[src/rtl/interval_timer_pkg.sv]
package interval_timer_pkg;

  // Fixed bit positions of the interval flags on the tap output.
  typedef enum int {
    TAP_GREEN  = 0,
    TAP_WALK   = 1,
    TAP_AMBER  = 2,
    TAP_ALLRED = 3
  } tap_idx_e;

  localparam int N_TAPS = 4;

  // Largest of four interval lengths; sets the saturation point.
  function automatic int max_of4(int a, int b, int c, int d);
    int m;
    m = a;
    if (b > m) m = b;
    if (c > m) m = c;
    if (d > m) m = d;
    return m;
  endfunction

  // Difference that stops at zero instead of going negative.
  function automatic int sat_sub(int minuend, int subtrahend);
    return (minuend > subtrahend) ? (minuend - subtrahend) : 0;
  endfunction

  // Bits needed to hold values 0..v (at least one).
  function automatic int width_for(int v);
    return (v < 2) ? 1 : $clog2(v + 1);
  endfunction

endpackage

[src/rtl/tick_prescaler.sv]
module tick_prescaler #(
  parameter int DIV = 100
) (
  input  logic clk,
  input  logic rst_n,
  input  logic restart,
  output logic tick
);
  localparam int PW = (DIV < 2) ? 1 : $clog2(DIV);

  generate
    if (DIV < 2) begin : g_pass
      // Every clock is a tick unless a restart is in progress.
      assign tick = !restart;
    end else begin : g_div
      logic [PW-1:0] phase;
      logic          phase_end;

      assign phase_end = (phase == PW'(DIV - 1));

      always_ff @(posedge clk or negedge rst_n) begin
        if (!rst_n)         phase <= '0;
        else if (restart)   phase <= '0;
        else if (phase_end) phase <= '0;
        else                phase <= phase + 1'b1;
      end

      assign tick = phase_end && !restart;

      p_tick_single_r2: assert property (@(posedge clk) disable iff (!rst_n)
        tick |=> !tick);
      p_restart_rephase_r7: assert property (@(posedge clk) disable iff (!rst_n)
        restart |=> !tick);
      p_phase_range_r2: assert property (@(posedge clk) disable iff (!rst_n)
        phase <= PW'(DIV - 1));
    end
  endgenerate

endmodule

[src/rtl/elapsed_counter.sv]
module elapsed_counter #(
  parameter int LIMIT = 10,
  parameter int CW    = 4
) (
  input  logic          clk,
  input  logic          rst_n,
  input  logic          restart,
  input  logic          tick,
  output logic [CW-1:0] count,
  output logic          at_limit
);
  assign at_limit = (count == CW'(LIMIT));

  always_ff @(posedge clk or negedge rst_n) begin
    if (!rst_n)                 count <= '0;
    else if (restart)           count <= '0;
    else if (tick && !at_limit) count <= count + 1'b1;
  end

  p_no_overflow_r4: assert property (@(posedge clk) disable iff (!rst_n)
    count <= CW'(LIMIT));
  p_hold_limit_r4: assert property (@(posedge clk) disable iff (!rst_n)
    (at_limit && !restart) |=> at_limit);
  p_unit_step_r3: assert property (@(posedge clk) disable iff (!rst_n)
    !restart |=> (count == $past(count) || count == $past(count) + 1'b1));
  p_idle_hold_r3: assert property (@(posedge clk) disable iff (!rst_n)
    (!restart && !tick) |=> $stable(count));
  p_clear_zero_r7: assert property (@(posedge clk) disable iff (!rst_n)
    restart |=> (count == '0));

endmodule

[src/rtl/tap_bank.sv]
module tap_bank
  import interval_timer_pkg::*;
#(
  parameter int                    CW      = 4,
  parameter logic [N_TAPS*32-1:0]  THR_VEC = '0
) (
  input  logic              clk,
  input  logic              rst_n,
  input  logic              restart,
  input  logic [CW-1:0]     count,
  output logic [N_TAPS-1:0] hit
);
  generate
    for (genvar i = 0; i < N_TAPS; i++) begin : g_tap
      localparam int THR = int'(THR_VEC[i*32 +: 32]);
      // The count only rises between restarts, so a plain compare is sticky.
      assign hit[i] = (32'(count) >= THR);

      p_tap_sticky_r5: assert property (@(posedge clk) disable iff (!rst_n)
        (hit[i] && !restart) |=> hit[i]);
    end
  endgenerate

endmodule

[src/rtl/interval_timer.sv]
module interval_timer
  import interval_timer_pkg::*;
#(
  parameter int CLK_HZ   = 100,
  parameter int TICK_HZ  = 1,
  parameter int GREEN_S  = 10,
  parameter int WALK_S   = 5,
  parameter int AMBER_S  = 3,
  parameter int ALLRED_S = 2,
  localparam int TICK_DIV = (CLK_HZ / TICK_HZ < 1) ? 1 : CLK_HZ / TICK_HZ,
  localparam int LIMIT    = max_of4(GREEN_S, WALK_S, AMBER_S, ALLRED_S),
  localparam int CW       = width_for(LIMIT)
) (
  input  logic              clk,
  input  logic              rst_n,
  input  logic              restart_i,
  output logic              tick_o,
  output logic [CW-1:0]     elapsed_o,
  output logic [N_TAPS-1:0] tap_o,
  output logic [CW-1:0]     countdown_o
);
  localparam logic [N_TAPS*32-1:0] THR_VEC =
    {32'(ALLRED_S), 32'(AMBER_S), 32'(WALK_S), 32'(GREEN_S)};

  // Named internal events for the assertions.
  logic          sec_tick;
  logic [CW-1:0] secs;
  logic          secs_full;

  tick_prescaler #(.DIV(TICK_DIV)) u_prescaler (
    .clk     (clk),
    .rst_n   (rst_n),
    .restart (restart_i),
    .tick    (sec_tick)
  );

  elapsed_counter #(.LIMIT(LIMIT), .CW(CW)) u_counter (
    .clk      (clk),
    .rst_n    (rst_n),
    .restart  (restart_i),
    .tick     (sec_tick),
    .count    (secs),
    .at_limit (secs_full)
  );

  tap_bank #(.CW(CW), .THR_VEC(THR_VEC)) u_taps (
    .clk     (clk),
    .rst_n   (rst_n),
    .restart (restart_i),
    .count   (secs),
    .hit     (tap_o)
  );

  assign tick_o      = sec_tick;
  assign elapsed_o   = secs;
  assign countdown_o = CW'(sat_sub(GREEN_S, int'(secs)));

  p_countdown_step_r6: assert property (@(posedge clk) disable iff (!rst_n)
    !restart_i |=> (countdown_o == $past(countdown_o) ||
                    countdown_o == $past(countdown_o) - 1'b1));
  p_countdown_amber_r6: assert property (@(posedge clk) disable iff (!rst_n)
    tap_o[TAP_GREEN] |-> (countdown_o == '0));
  p_restart_reload_r7: assert property (@(posedge clk) disable iff (!rst_n)
    restart_i |=> (countdown_o == CW'(GREEN_S)));
  p_no_tick_full_r4: assert property (@(posedge clk) disable iff (!rst_n)
    (secs_full && sec_tick) |=> $stable(elapsed_o));

endmodule

[config.mk]
export PLATFORM = sky130hd
export DESIGN_NAME = interval_timer
export DESIGN_NICKNAME = d
export VERILOG_FILES = /design/src/rtl/interval_timer_pkg.sv /design/src/rtl/tick_prescaler.sv /design/src/rtl/elapsed_counter.sv /design/src/rtl/tap_bank.sv /design/src/rtl/interval_timer.sv
export SDC_FILE = /design/constraint.sdc
export NUM_CORES = 1
export LEC_CHECK = 0
export BUFFER_PORTS_ARGS = -buffer_cell sky130_fd_sc_hd__buf_2
export CAP_MARGIN = 20
export CORE_UTILIZATION = 35
export DETAILED_ROUTE_END_ITERATION = 8
export GPL_ROUTABILITY_DRIVEN = 0
export SYNTH_ARGS = -nofsm -noshare
export SYNTH_HDL_FRONTEND = slang
export SYNTH_SLANG_ARGS = --single-unit
[constraint.sdc]
create_clock -name clk -period 1.8 [get_ports clk]
set_input_delay 0.18 -clock clk [delete_from_list [all_inputs] [get_ports clk]]
set_output_delay 0.18 -clock clk [all_outputs]
set_load 0.005 [all_outputs]
==> flow_metrics.tcl <==
set metrics [dict create \
    initial_core_util_pct 38.5 \
    grt_start_max_net_pins 12 \
    die_area_um2 2120 \
    track_usage_pct 16.1 \
    crit_required_ns 1.62 \
    power_mw 0.452 \
    p_leak_nw 0.423 \
    h-tree-depth 1 \
    antenna_cells 0 \
    synth_top_area_cell "dfrtp_1" \
    io_pins 16 \
    r2r-start "u_prescaler.g_div.phase[2]$_DFF_PN0_" \
    timing.final.crit_share_pct 95.2 \
    clkTransAtPathRegs_ns 0.07 \
    synthesis.nets 83 \
    worst_hold_path.endpoint "u_counter.count[3]$_DFFE_PN0P_" \
    hold_path_depth 2 \
    yosys-top-cells-area "dfrtp_1 (41%), ha_1 (9.2%), nor2_1 (6.1%)" \
    vias_per_cell 4.75 \
    final_net_count 107 \
    syn_avg_cell_area_um2 9.06 \
    grt_first_pass_wirelength_mm 2.41 \
    crit_arrival_ns 1.53 \
    max_cap_viol_count 0 \
    tightest_slew_ns 0.313 \
    hold_start "restart_i" \
    netlist_area_um2 679 \
    cpPeakStageDelay_ns 0.47 \
    clock_skew_ns 0.00173 \
    yosysSeqAreaShare_pct 40.5 \
    worst_r2r_endpoint "u_counter.count[0]$_DFFE_PN0P_" \
    drc 0 \
    status "completed" \
    cts_tree "done" \
    synth_commonest_cells "dfrtp_1 (11), nor2_1 (11), ha_1 (5), inv_1 (5)" \
    n_fill_cell 189 \
    synth_top_area_share_pct 40.5 \
    worstRegToRegCells 3 \
    ys_seq_elements 11 \
    stdcell_count 123 \
    drt-pass1-iter-count 3 \
    drtIter0Drc 8 \
    startpoint_type "flip-flop" \
    synth_top_flop_cell "dfrtp_1" \
    grt_pass1_vias 586 \
    overflow 0 \
    setup_viol 0 \
    hold_violations 0 \
    drive_gt1_share_pct 33.7 \
    hold_class "in2reg" \
    report.final.slew_viol_count 0 \
    ys.warnings.count 0 \
    cts_root_buf "clkbuf_4" \
    die_y_um 46.1 \
    wirelength_mm 1.36 \
    antenna_found_initial 0 \
    rows 15 \
    ys_types 27 \
    die_x_um 46.1 \
    async_reset_ff_share_pct 100 \
    finalCriticalPeriod_ns 1.71 \
    synthCells 75 \
    synth_edf_count 0 \
    slowest_stage "dfrtp_2" \
    cp_cell_sequence "ha_2, or4_1, buf_2" \
    post_drt_wl_per_cell_um 11.1 \
    dp_cells 118 \
    path_class "reg2out" \
    relSlewSlack_pct 79.1 \
    num_vias 584 \
    r2r_slack_ns 0.10 \
    multiInputGateArea_um2 383 \
    portBuffers 15 \
    endpoint_kind "primary output" \
    clk_latency_ns 0.27 \
    ctsLongestPathBuffers 2 \
    path_max_fanout 9 \
    core_area_um2 1760 \
    ir_drop_mv 0.462 \
    clock_sinks 11 \
    hpwl_mm 1.06 \
    p_per_area_nw_per_um2 517 \
    regArea_um2 277 \
    area_growth_pct 28.7 \
    fmax_mhz 584 \
    ant_nets 0 \
    cts_buffers 3 \
]
==> placed cells by master (no fill, tap or decap) <==
cell type,count
ha_1,3
nand2b_1,4
xnor2_1,2
inv_1,5
o31ai_1,1
clkbuf_4,3
buf_4,7
nand3_1,4
xor2_1,2
buf_2,15
nor3_2,1
ha_2,2
a21boi_1,1
or3_1,3
dlygate4sd3_1,1
nor2_1,11
a311oi_2,1
or4b_4,1
dfrtp_2,1
mux2_2,1
a21oi_1,4
nand4_1,1
o2bb2ai_1,1
a21o_1,2
o21ai_0,2
nand2_1,2
o21bai_1,1
or4_1,2
nor3_1,2
mux2i_1,1
clkinv_2,1
dfrtp_1,10
==> routing by layer <==
| metal | share of wire (%) | vias up | global-route usage [%] |
|---|---|---|---|
| met3 | 4.9 | 0 | 7.45 |
| met4 | 0 | 0 | 3.53 |
| li1 | - | 301 | - |
| met1 | 47 | 269 | 19.1 |
| met5 | 0 | - | 0 |
| met2 | 48 | 14 | 26.5 |
==> through the flow <==
stage	area [um^2]	hold WS (ns)	TNS (ns)	util (%)	setup slack [ns]
CTS	872	0.176	-0.0322	49.4	-0.0322
global placement	822	0.0658	0	46.6	0.131
finish	875	0.188	0	49.6	0.0868
floorplan	679	-0.116	0	-	0.00136
detailed placement	822	0.0623	0	46.6	0.0943
global route	875	0.196	-0.00686	49.6	-0.00686
==> registers in the layout, summed over array words and instances (netlist names) <==
name                     flops
u_prescaler.g_div.phase      7
u_counter.count              4
==> cell families (layout without fill, tap and decap cells) <==
family / count (synthesis) / after routing / synth area share, %
AO/OA/AOI/OAI: 13 / 13 / 13.4
flip-flops: 11 / 11 / 40.5
buffers and inverters: 9 / 32 / 5.16
XOR/XNOR: 4 / 4 / 5.16
adder cells (fa/ha/maj): 5 / 5 / 9.21
multiplexers: 2 / 2 / 3.13
AND/OR/NAND/NOR: 31 / 31 / 23.4
==> critical path: cells and delay by family, from the launching register on <==
kind | cells | cell delay [ns]
buffers and inverters | 1 | 0.14
DFF | 1 | 0.47
adders and majority gates | 1 | 0.21
and+or+nand+nor | 1 | 0.45
==> final cells by class <==
type                       count  share of cell area (%)
inverter                       5                    2.15
multi-input combinational     55                    43.8
sequential                    11                    31.6
tap                           25                    3.58
timing repair buffer          23                    15.7
clock buffer                   3                    2.58
clock inverter                 1                   0.572
==> report_power, final <==
| part | switching (mW) | internal, mW |
|---|---|---|
| clock network | 0.0822 | 0.0822 |
| registers | 0.00404 | 0.252 |
| logic | 0.0179 | 0.0133 |
| total | 0.104 | 0.348 |
==> repair_timing <==
item	in CTS	in global routing
setup endpoints to repair	5	6
gates cloned	0	0
hold buffers	1	0
buffers inserted	1	0
resized for setup	2	4
endpoints found under the hold margin	11	0
pin swaps	0	2
==> worst max path at each step <==
stage | from | slack (ns) | endpoint | cells after the start
finish | u_counter.count[1]$_DFFE_PN0P_ | 0.09 | tap_o[3] | 3
global route | u_counter.count[0]$_DFFE_PN0P_ | -0.007 | countdown_o[0] | 6
CTS | u_prescaler.g_div.phase[3]$_DFF_PN0_ | -0.03 | tick_o | 4
detailed placement | u_prescaler.g_div.phase[3]$_DFF_PN0_ | 0.09 | u_counter.count[0]$_DFFE_PN0P_ | 3
global placement | u_prescaler.g_div.phase[3]$_DFF_PN0_ | 0.13 | u_counter.count[0]$_DFFE_PN0P_ | 3
floorplan | u_prescaler.g_div.phase[3]$_DFF_PN0_ | 0.001 | u_counter.count[0]$_DFFE_PN0P_ | 4
No activity file was read; power rests on OpenSTA's default activity.
